[src/rtl/cart_bank_mapper.sv]
module cart_bank_mapper #(
  parameter int PRG_BANK_W = 6,
  parameter int CHR_BANK_W = 8
) (
  input  logic                    clk,
  input  logic                    rst_n,
  input  logic [15:0]             cpu_addr,
  input  logic [7:0]              cpu_wdata,
  input  logic                    cpu_we,
  input  logic [12:0]             vid_addr,
  input  logic [PRG_BANK_W:0]     prg_bank_count,
  output logic [PRG_BANK_W+12:0]  prg_rom_addr,
  output logic [CHR_BANK_W+9:0]   chr_rom_addr,
  output logic                    ram_sel,
  output logic                    rom_sel,
  output logic [12:0]             ram_addr,
  output logic                    mirror_vert
);
  localparam int NREGS = 8;

  logic [7:0] bank_q [NREGS];
  logic [2:0] idx_q;
  logic       prg_mode_q, chr_mode_q;

  logic       wr_sel, wr_mir, even;
  assign even   = ~cpu_addr[0];
  assign wr_sel = cpu_we && cpu_addr[15:13] == 3'b100;
  assign wr_mir = cpu_we && cpu_addr[15:13] == 3'b101 && even;

  always_ff @(posedge clk or negedge rst_n) begin
    if (!rst_n) begin
      idx_q       <= '0;
      prg_mode_q  <= 1'b0;
      chr_mode_q  <= 1'b0;
      mirror_vert <= 1'b0;
      for (int i = 0; i < NREGS; i++) bank_q[i] <= '0;
    end else begin
      if (wr_sel && even) begin
        idx_q      <= cpu_wdata[2:0];
        prg_mode_q <= cpu_wdata[6];
        chr_mode_q <= cpu_wdata[7];
      end
      if (wr_sel && !even) bank_q[idx_q] <= cpu_wdata;
      if (wr_mir) mirror_vert <= cpu_wdata[0];
    end
  end

  assign rom_sel  = cpu_addr[15];
  assign ram_sel  = cpu_addr[15:13] == 3'b011;
  assign ram_addr = cpu_addr[12:0];

  logic [PRG_BANK_W-1:0] prg_mask, prg_last, prg_penult, prg_raw;
  assign prg_mask   = PRG_BANK_W'(prg_bank_count - 1'b1);
  assign prg_last   = prg_mask;
  assign prg_penult = PRG_BANK_W'(prg_bank_count - 2'd2);

  always_comb begin
    case (cpu_addr[14:13])
      2'd0:    prg_raw = prg_mode_q ? prg_penult : PRG_BANK_W'(bank_q[6]);
      2'd1:    prg_raw = PRG_BANK_W'(bank_q[7]);
      2'd2:    prg_raw = prg_mode_q ? PRG_BANK_W'(bank_q[6]) : prg_penult;
      default: prg_raw = prg_last;
    endcase
  end

  assign prg_rom_addr = {prg_raw & prg_mask, cpu_addr[12:0]};

  logic       two_k;
  logic [7:0] reg_2k, reg_1k, chr_k;
  assign two_k  = vid_addr[12] == chr_mode_q;
  assign reg_2k = bank_q[{2'b00, vid_addr[11]}];
  assign reg_1k = bank_q[3'd2 + {1'b0, vid_addr[11:10]}];
  assign chr_k  = two_k ? {reg_2k[7:1], vid_addr[10]} : reg_1k;

  assign chr_rom_addr = {CHR_BANK_W'(chr_k), vid_addr[9:0]};
endmodule


[config.mk]
export PLATFORM = sky130hd
export DESIGN_NAME = cart_bank_mapper
export DESIGN_NICKNAME = d
export VERILOG_FILES = /design/src/rtl/cart_bank_mapper.sv
export SDC_FILE = /design/constraint.sdc
export NUM_CORES = 1
export LEC_CHECK = 0
export BUFFER_PORTS_ARGS = -buffer_cell sky130_fd_sc_hd__buf_2
export CORE_MARGIN = 2
export CORE_UTILIZATION = 40
export CTS_CLUSTER_DIAMETER = 60
export DETAILED_ROUTE_END_ITERATION = 8
export PLACE_DENSITY = 0.67
export SLEW_MARGIN = 20
export SYNTH_ARGS = -nofsm -noshare
export SYNTH_HDL_FRONTEND = slang
export SYNTH_SLANG_ARGS = --single-unit
export TNS_END_PERCENT = 100
[constraint.sdc]
create_clock -name clk -period 1.9 [get_ports clk]
set_input_delay 0.285 -clock clk [delete_from_list [all_inputs] [get_ports clk]]
set_output_delay 0.285 -clock clk [all_outputs]
set_load 0.05 [all_outputs]
==> flow_metrics.py, run 1 <==
metrics = {
    "outcome": {
        "status": "finished, violations left",
        "violations": "negative setup slack",
    },
    "clock_network": {
        "cts_tree": "built",
        "numCtsBuffers": 9,
        "cts.reportedPaths.clkPinSlew_ps": 60,
        "cts.sinks": 64,
        "htree_levels": 3,
        "cts_root_buffer": "clkbuf_8",
        "cts_buffer_depth": 2,
        "clk_latency_ps": 340,
    },
    "detailed_routing": {
        "met2WireLength_um": 3398,
        "routed_via_density": 5.201,
        "drtAntennaViolNets": 0,
        "drt_iter0_drc": 55,
        "wl_per_cell_um": 16.44,
        "drc": 0,
        "vias": 2226,
        "firstDrtPassIters": 4,
        "highest_layer": "met4",
        "met1_length_um": 3192,
        "wl_met3_um": 227,
        "wl_um": 7037,
    },
    "worst_setup_path": {
        "crit_type": "flip-flop to output pin",
        "start_kind": "flip-flop",
        "end_kind": "output pin",
        "cp_cell_sequence": "buf_6, mux2i_1, a21oi_1, o221a_4, buf_8",
        "worstRegToRegCells": 5,
        "worstPathMaxFanout": 7,
        "worstPathRequired_ps": 1620,
        "slowest_delay_ps": 460,
        "crit_buf_inv": 2,
        "crit_path_top_delay_cell": "dfrtp_2",
        "path_depth": 5,
        "crit_arrival_ps": 1700,
        "critical_path.top_delay_family": "flip-flops",
    },
    "sta": {
        "skew_ps": 7.397,
        "timing.final.crit_share": 1.042,
        "period_needed_ps": 1980,
        "slew_headroom": 0.7513,
        "finalSetupViolCount": 6,
        "hold_viol_final": 0,
        "grt_setup_unrepaired": "yes",
        "fmax_ghz": 0.5049,
        "tightest_slew_ps": 369.1,
        "timing.final.ws_setup_ps": -80.44,
        "setup_tns_ps": -214.1,
        "drv_slew": 0,
    },
    "power_and_ir_drop": {
        "p_seq_frac": 0.454,
        "clkPwrFrac": 0.258,
        "p_leak_uw": 0.001974,
        "combPwrFrac": 0.288,
        "p_switching_uw": 1190,
        "cellPowerDensity_nw_per_um2": 909.5,
        "intPower_uw": 2565,
        "peakVddDrop_v": 0.0004483,
        "total_power_uw": 3755,
        "p_sw_frac": 0.3170,
    },
    "floorplan": {
        "initial_utilization": 0.4084,
        "ios": 100,
        "die_w_um": 97.67,
        "die_area_sq_um": 9539,
        "die_h_um": 97.67,
        "fp.coreArea_sq_um": 8593,
        "fp-row-count": 34,
    },
    "yosys": {
        "ys_types": 38,
        "yosys-top-cells-area": "dfrtp_1 46%, mux2_2 18%, buf_4 7.9%",
        "syn_area_sq_um": 3510,
        "ys_ff_latch": 64,
        "syn_area_per_cell_sq_um": 12.10,
        "async_reset_ff_frac": 1.000,
        "yosysSeqAreaShare": 0.4563,
        "synth_nets": 340,
        "yosysTopAreaCellShare": 0.4563,
        "netlist_instances": 290,
        "yosysWarnings": 0,
        "synth-edff-count": 0,
        "synth_ff_type": "dfrtp_1",
        "synth.largest_area_cell": "dfrtp_1",
    },
    "final_layout": {
        "final_common_cell": "dfrtp_1",
        "layout-drive-gt1-share": 0.5563,
        "antenna_cells": 0,
        "syn_to_final_growth_pct": 17.65,
        "final_cell_mix": "63 x dfrtp_1, 56 x mux2_2, 29 x buf_2",
        "final_nets": 367,
    },
    "grt": {
        "globalRouteTotalUtil": 0.1581,
        "grt-ovfl-total": 0,
        "grt_pass1_wl_um": 11720,
        "grt_pass1_vias": 2359,
        "grt_max_degree": 65,
        "grt_antenna_before_repair": 0,
    },
    "placed_design": {
        "dp_hpwl_um": 4818,
        "gp_congestion": 0.7639,
        "place.port_buffers": 42,
    },
    "hold_path": {
        "whs_path_depth": 2,
        "hp-class": "input pin to flip-flop",
    },
    "job": {
        "maxCapViolCount": 0,
    },
}
area by class of cell:
type	count	area (sq um)
Clock buffer	13	148.9
Clock inverter	1	5.005
Inverter	5	18.77
Sequential cell	64	1603
Tap cell	108	135.1
Multi-Input combinational cell	169	1710
Timing Repair Buffer	68	508.0
Fill cell	798	4464
flip-flops by register name, indices dropped and copies added (netlist names):
signal,cells
mirror_vert,1
bank_q,58
prg_mode_q,1
idx_q,3
chr_mode_q,1
power groups by stage:
stage                     Combinational, uW  Clock (uW)  Sequential (uW)
after floorplan                         932           0             1680
after detailed placement                981           0             1720
after CTS                              1050         999             1700
after global routing                   1160        1060             1730
final                                  1080         969             1700
after global placement                  957           0             1700
Yosys cell counts (5+ instances only):
cell type   n
clkbuf_1    8
nand2_1    17
mux2_2     57
nor3_1      6
buf_4      37
inv_1       5
mux4_2      7
a21oi_1     6
dfrtp_1    64
o21ai_0    10
mux2i_1    10
mux2_4      8
nor2_1     13
per-layer routing:
layer / global-route usage / up-vias
met5: 0 / -
met3: 0.02878 / 25
met4: 0.09188 / 0
met1: 0.2023 / 1114
li1: - / 1047
met2: 0.2515 / 40
stage by stage:
| stage | util | setup slack [ps] | instances | cell area, sq um | hold slack, ps |
|---|---|---|---|---|---|
| after detailed placement | 0.4419 | -9.871 | 411 | 3797 | 322.7 |
| after global routing | 0.4805 | -174.8 | 428 | 4129 | 279.9 |
| after CTS | 0.4751 | -64.49 | 427 | 4083 | 250.3 |
| after floorplan | - | -18.21 | 290 | 3587 | -10.59 |
| after global placement | 0.4419 | 13.57 | 411 | 3797 | 316.0 |
| final | 0.4805 | -80.44 | 428 | 4129 | 261.9 |
final timing paths:
kind	start	end	slack, ps
setup / recovery	prg_mode_q$_DFFE_PN0P_	prg_rom_addr[16]	-80
hold / removal	cpu_wdata[7]	bank_q[47]$_DFFE_PN0P_	260
setup reg to reg	idx_q[1]$_DFFE_PN0P_	bank_q[44]$_DFFE_PN0P_	240
hold reg to reg	bank_q[31]$_DFFE_PN0P_	bank_q[31]$_DFFE_PN0P_	500
max in group asynchronous	rst_n	prg_mode_q$_DFFE_PN0P_	1120
min in group asynchronous	rst_n	bank_q[26]$_DFFE_PN0P_	490
kinds of logic (layout without fill, tap and decap cells):
| family | after synthesis | in the layout | share of synthesized area |
|---|---|---|---|
| compound gates | 27 | 27 | 0.04813 |
| xor+xnor | 5 | 5 | 0.01248 |
| fa+ha+maj | 3 | 3 | 0.01070 |
| buf+inv | 57 | 87 | 0.1059 |
| flops | 64 | 64 | 0.4563 |
| mux | 82 | 82 | 0.2906 |
| simple gates | 52 | 52 | 0.07594 |
timing repair:
item / CTS / global route
hold buffers: 1 / 0
endpoints found under the setup margin: 7 / 14
gates resized for setup: 27 / 12
pin swaps: 7 / 9
gates cloned: 0 / 0
setup buffers: 1 / 1
hold endpoints to repair: 64 / 0
Power figures use the tool's default switching activity.
==> run 2, diff against run 1 <==
Settings changed: PLACE_DENSITY 0.67 to 0.7.
Clock period 1.9 ns to 1.6 ns, I/O delays scaled along.
==> run 2 against run 1 <==
  * Critical path type unchanged
  * Power is 31% higher
  * The run still ends with negative setup slack left
  * Clock-buffer cell count is 1 lower
  * Via count is 4.4% higher
  * Sequential cell count stayed put
  * Non-clock buffer count is 20 higher
  * Final area is 7.2% higher
  * Register-to-register slack worse by 200 ps
  * Cell count is 5.1% higher
  * Largest cell class unchanged
==> flow_metrics.py, run 2 (same netlist as run 1, synthesis figures left out) <==
metrics = {
    "outcome": {
        "status": "finished, violations left",
        "violations": "negative setup slack",
    },
    "grt": {
        "grt_max_degree": 42,
        "grt_antenna_before_repair": 0,
        "globalRouteTotalUtil": 0.1646,
        "grt_pass1_wl_um": 12300,
        "grt_pass1_vias": 2426,
        "grt-ovfl-total": 0,
    },
    "power_and_ir_drop": {
        "cellPowerDensity_nw_per_um2": 1114,
        "peakVddDrop_v": 0.0005075,
        "p_leak_uw": 0.002136,
        "intPower_uw": 3403,
        "combPwrFrac": 0.305,
        "p_switching_uw": 1529,
        "p_sw_frac": 0.3100,
        "p_seq_frac": 0.408,
        "clkPwrFrac": 0.287,
    },
    "detailed_routing": {
        "drt_iter0_drc": 72,
        "drtAntennaViolNets": 0,
        "wl_um": 7465,
        "vias": 2325,
        "routed_via_density": 5.167,
        "wl_per_cell_um": 16.59,
        "firstDrtPassIters": 4,
        "drc": 0,
    },
    "final_layout": {
        "final_nets": 387,
        "final_common_cell": "dfrtp_1",
        "antenna_cells": 0,
        "multi_input_area_sq_um": 1743,
        "largest_reg_flops": 58,
        "utilization": 0.5153,
        "syn_to_final_growth_pct": 26.17,
        "ff_latch_area_sq_um": 1603,
        "fillerInstances": 751,
        "layout-drive-gt1-share": 0.6170,
        "reg_top3": "bank_q: 58 flops, idx_q: 3 flops",
        "final_cell_mix": "63 x dfrtp_1, 57 x mux2_2, 33 x buf_4",
        "max_flop_register": "bank_q",
    },
    "worst_setup_path": {
        "start_kind": "flip-flop",
        "worstPathRequired_ps": 1360,
        "slowest_delay_ps": 420,
        "end_kind": "output pin",
        "crit_path_top_delay_cell": "dfrtp_1",
        "rrSetupSlack_ps": 40,
        "cp_cell_sequence": "buf_6, xnor2_4, mux2i_1, o22ai_1, nor2_4, buf_6",
        "worstPathMaxFanout": 5,
        "crit_type": "flip-flop to output pin",
        "crit_arrival_ps": 1720,
        "path_common_cell": "buf_6",
    },
    "sta": {
        "slew_headroom": 0.7476,
        "period_needed_ps": 1962,
        "whs_ps": 224.8,
        "tightest_slew_ps": 378.6,
        "grt_setup_unrepaired": "yes",
        "finalSetupViolCount": 14,
        "drv_slew": 0,
        "fmax_ghz": 0.5096,
        "skew_ps": 7.819,
        "hold_viol_final": 0,
        "timing.final.crit_share": 1.226,
        "timing.final.ws_setup_ps": -362.3,
    },
    "job": {
        "maxCapViolCount": 0,
    },
    "placed_design": {
        "gp_congestion": 0.8594,
        "dp_hpwl_um": 5392,
        "place.port_buffers": 42,
    },
    "clock_network": {
        "cts.reportedPaths.clkPinSlew_ps": 70,
        "cts_buffer_depth": 2,
        "clk_latency_ps": 340,
        "cts_tree": "built",
        "htree_levels": 3,
        "cts_root_buffer": "clkbuf_8",
        "numCtsBuffers": 9,
        "cts.sinks": 64,
    },
    "floorplan": {
        "die_h_um": 97.67,
        "die_area_sq_um": 9539,
        "die_w_um": 97.67,
        "ios": 100,
        "fp.coreArea_sq_um": 8593,
        "initial_utilization": 0.4084,
        "fp-row-count": 34,
    },
    "hold_path": {
        "hp-class": "input pin to flip-flop",
    },
}
-- run 2: cell types whose count changed in the layout (fill, tap and decap cells not counted), moves of 4 or more --
| cell | delta |
|---|---|
| buf_6 | +16 |
| buf_4 | +10 |
| nand2_1 | -7 |
| clkbuf_4 | -5 |
| nand2_4 | +4 |
-- run 2: worst max-delay path: cells and delay by family, from the launching register on --
family	cells	cell delay, ps
AOI/OAI and AO/OA	1	130
xor gates and xnor gates	1	210
buffers and inverters	2	320
DFF	1	420
muxes	1	220
and+or+nand+nor	1	100
-- run 2: layout make-up --
| type | count | area share |
|---|---|---|
| sequential | 64 | 0.3620 |
| tap | 108 | 0.03052 |
| clock inverter | 4 | 0.01187 |
| timing repair buffer | 88 | 0.1628 |
| multi-input combinational | 169 | 0.3936 |
| clock buffer | 12 | 0.03504 |
| inverter | 5 | 0.004238 |
-- run 2: repair_timing --
item                                   4_1_cts  5_1_grt
setup buffers                                2        2
setup endpoints to repair                   19       36
resized for setup                           39       20
hold buffers                                 1        0
endpoints found under the hold margin       64        0
pin swaps                                    9        5
-- run 2: layer usage --
layer	routed length [um]	part of all wire	global-route usage
met5	0	0	0
met2	3746	0.50	0.2621
met4	169	0.023	0.08974
met1	3337	0.45	0.2145
met3	212	0.028	0.02734
-- run 2: final timing paths --
check | from | to | depth (start not counted)
hold / removal | cpu_wdata[7] | chr_mode_q$_DFFE_PN0P_ | 2
hold reg to reg | bank_q[29]$_DFFE_PN0P_ | bank_q[29]$_DFFE_PN0P_ | 1
setup / recovery | prg_mode_q$_DFFE_PN0P_ | prg_rom_addr[15] | 6
setup reg to reg | idx_q[1]$_DFFE_PN0P_ | bank_q[40]$_DFFE_PN0P_ | 5
max in group asynchronous | rst_n | bank_q[13]$_DFFE_PN0P_ | 3
min in group asynchronous | rst_n | bank_q[52]$_DFFE_PN0P_ | 3
-- run 2: through the flow --
step	setup TNS (ps)	instances	power, uW	cell area, sq um	worst slack [ps]
final	-3520	450	4932	4428	-362.3
after global routing	-4548	450	5187	4428	-447.8
after CTS	-3645	448	4902	4332	-383.4
after detailed placement	-12420	429	3324	3980	-296.7
after global placement	-9959	429	3283	3980	-245.8
after floorplan	-2604	290	3164	3670	-172.6
-- run 2: power by group through the flow --
stage | Clock, uW | Sequential, uW | Combinational [uW]
floorplan | 0 | 2010 | 1160
global route | 1550 | 2040 | 1600
finish | 1420 | 2010 | 1500
detailed placement | 0 | 2040 | 1290
CTS | 1460 | 2010 | 1430
global placement | 0 | 2030 | 1260
==> run 3, diff against run 2 <==
Settings changed: PLACE_DENSITY 0.7 to 0.77.
==> run 3 against run 2 <==
  * The flow still finishes with violations (negative setup slack)
  * First-iteration DRC count is 78% higher
  * Global-route usage is 0.076 points lower
  * Combinational power hardly changed
  * Sequential cell count stayed put
  * Clock power is 15% lower
  * Wire length is 1.2% higher
  * Final area is 1.5% lower
  * Sequential power hardly changed
  * Non-clock buffer count is 8 lower
  * Clock-buffer cell count is 3 lower
  * Fmax is 1.4% higher
==> flow_metrics.py, run 3 (same netlist as run 1, synthesis figures left out) <==
metrics = {
    "outcome": {
        "status": "finished, violations left",
        "violations": "negative setup slack",
    },
    "final_layout": {
        "final_cell_mix": "63 x dfrtp_1, 53 x mux2_2, 29 x buf_4",
        "antenna_cells": 0,
        "final_area_sq_um": 4362,
        "layout-drive-gt1-share": 0.6078,
        "final_common_cell": "dfrtp_1",
        "max_flop_register": "bank_q",
        "multi_input_area_sq_um": 1777,
        "largest_reg_flops": 58,
        "reg_top3": "bank_q: 58 flops, idx_q: 3 flops",
        "final_nets": 379,
        "ff_latch_area_sq_um": 1603,
        "fillerInstances": 733,
        "stdcell_count": 442,
        "syn_to_final_growth_pct": 24.28,
    },
    "worst_setup_path": {
        "start_kind": "flip-flop",
        "worstRegToRegCells": 5,
        "crit_type": "flip-flop to output pin",
        "worstPathRequired_ps": 1360,
        "end_kind": "output pin",
        "worstPathMaxFanout": 11,
        "crit_arrival_ps": 1700,
    },
    "placed_design": {
        "place_ws_ps": -294.5,
        "dp_cells": 421,
        "place.port_buffers": 42,
        "gp_congestion": 0.8441,
        "dp_hpwl_um": 5326,
        "placed_cell_area_sq_um": 3920,
    },
    "sta": {
        "hold_viol_final": 0,
        "drv_slew": 0,
        "setup_tns_ps": -3598,
        "timing.final.crit_share": 1.210,
        "whs_ps": 210.7,
        "grt_setup_unrepaired": "yes",
        "tightest_slew_ps": 487.5,
        "skew_ps": 7.180,
        "period_needed_ps": 1935,
        "finalSetupViolCount": 17,
        "timing.final.ws_setup_ps": -335.4,
        "fmax_ghz": 0.5167,
        "slew_headroom": 0.6750,
    },
    "floorplan": {
        "die_w_um": 97.67,
        "fp-row-count": 34,
        "fp.coreArea_sq_um": 8593,
        "die_h_um": 97.67,
        "ios": 100,
        "die_area_sq_um": 9539,
        "initial_utilization": 0.4084,
    },
    "grt": {
        "grt-ovfl-total": 0,
        "grt_max_degree": 34,
        "grt_antenna_before_repair": 0,
        "grt_pass1_vias": 2495,
        "grt_pass1_wl_um": 12250,
        "globalRouteTotalUtil": 0.1638,
    },
    "clock_network": {
        "cts_tree": "built",
        "numCtsBuffers": 9,
        "clk_latency_ps": 340,
        "cts.sinks": 64,
        "cts_root_buffer": "clkbuf_8",
        "cts.reportedPaths.clkPinSlew_ps": 70,
        "cts_buffer_depth": 2,
        "htree_levels": 3,
    },
    "hold_path": {
        "hp-class": "input pin to flip-flop",
        "whs_path_depth": 2,
    },
    "detailed_routing": {
        "vias": 2315,
        "highest_layer": "met4",
        "firstDrtPassIters": 5,
        "met1_length_um": 3362,
        "met2WireLength_um": 3805,
        "routed_via_density": 5.238,
        "drtAntennaViolNets": 0,
        "drc": 0,
        "wl_met3_um": 258,
        "drt_iter0_drc": 128,
        "wl_um": 7551,
        "wl_per_cell_um": 17.08,
    },
    "job": {
        "maxCapViolCount": 0,
    },
    "power_and_ir_drop": {
        "p_leak_uw": 0.002104,
        "peakVddDrop_v": 0.0004764,
        "cellPowerDensity_nw_per_um2": 1083,
    },
}
==> run 3: cell count changes in the layout (fill, tap and decap cells not counted), moves of 3 or more <==
cell / previous run / this run
nand2_2: 3 / 0
mux2_4: 8 / 12
buf_6: 22 / 18
buf_4: 33 / 29
mux2_2: 57 / 53
==> run 3: final cells by class <==
type                    count  area share
flip-flops and latches     64      0.3675
inverters                   5    0.004303
repair buffers             80      0.1503
clock buffers               9     0.02840
multi-input cells         169      0.4073
clock inverters             7     0.01119
well taps                 108     0.03098
==> run 3: through the flow <==
step,util,total power (uW)
2_1_floorplan,-,3164
3_3_place_gp,0.4562,3252
3_5_place_dp,0.4562,3296
4_1_cts,0.4939,4616
5_1_grt,0.5076,4955
6_report,0.5076,4723
==> run 3: worst max-delay path, cell delays in order (launching register included) <==
cell and delay, ps:
dfrtp_1 370, buf_12 140, nand2b_1 100, a21oi_1 70, o311a_1 360, nor3_4 130, buf_6 180
==> run 3: metal layers <==
metal	up-vias	GRT usage
met2	47	0.2721
li1	1072	-
met3	16	0.03957
met1	1180	0.2028
met5	-	0
met4	0	0.07265
==> run 3: worst paths after layout <==
path                                   startpoint                     end  slack [ps]
max                        prg_mode_q$_DFFE_PN0P_        prg_rom_addr[18]        -340
min                                  cpu_wdata[7]  bank_q[47]$_DFFE_PN0P_         210
max reg2reg                  idx_q[1]$_DFFE_PN0P_  bank_q[46]$_DFFE_PN0P_         -20
min reg2reg                bank_q[22]$_DFFE_PN0P_  bank_q[22]$_DFFE_PN0P_         500
max in group asynchronous                   rst_n   bank_q[1]$_DFFE_PN0P_         650
min in group asynchronous                   rst_n  bank_q[58]$_DFFE_PN0P_         390
==> run 3: timing repair <==
item | CTS | global route
pin swaps | 5 | 8
cloned | 0 | 1
buffers inserted | 1 | 2
resized for setup | 40 | 20
hold buffers | 1 | 0
endpoints found under the setup margin | 26 | 31
hold endpoints to repair | 18 | 0
==> run 3: where the power goes <==
| part | internal (uW) | switching [uW] |
|---|---|---|
| sequential | 1860 | 166 |
| clock | 556 | 645 |
| combinational | 724 | 773 |
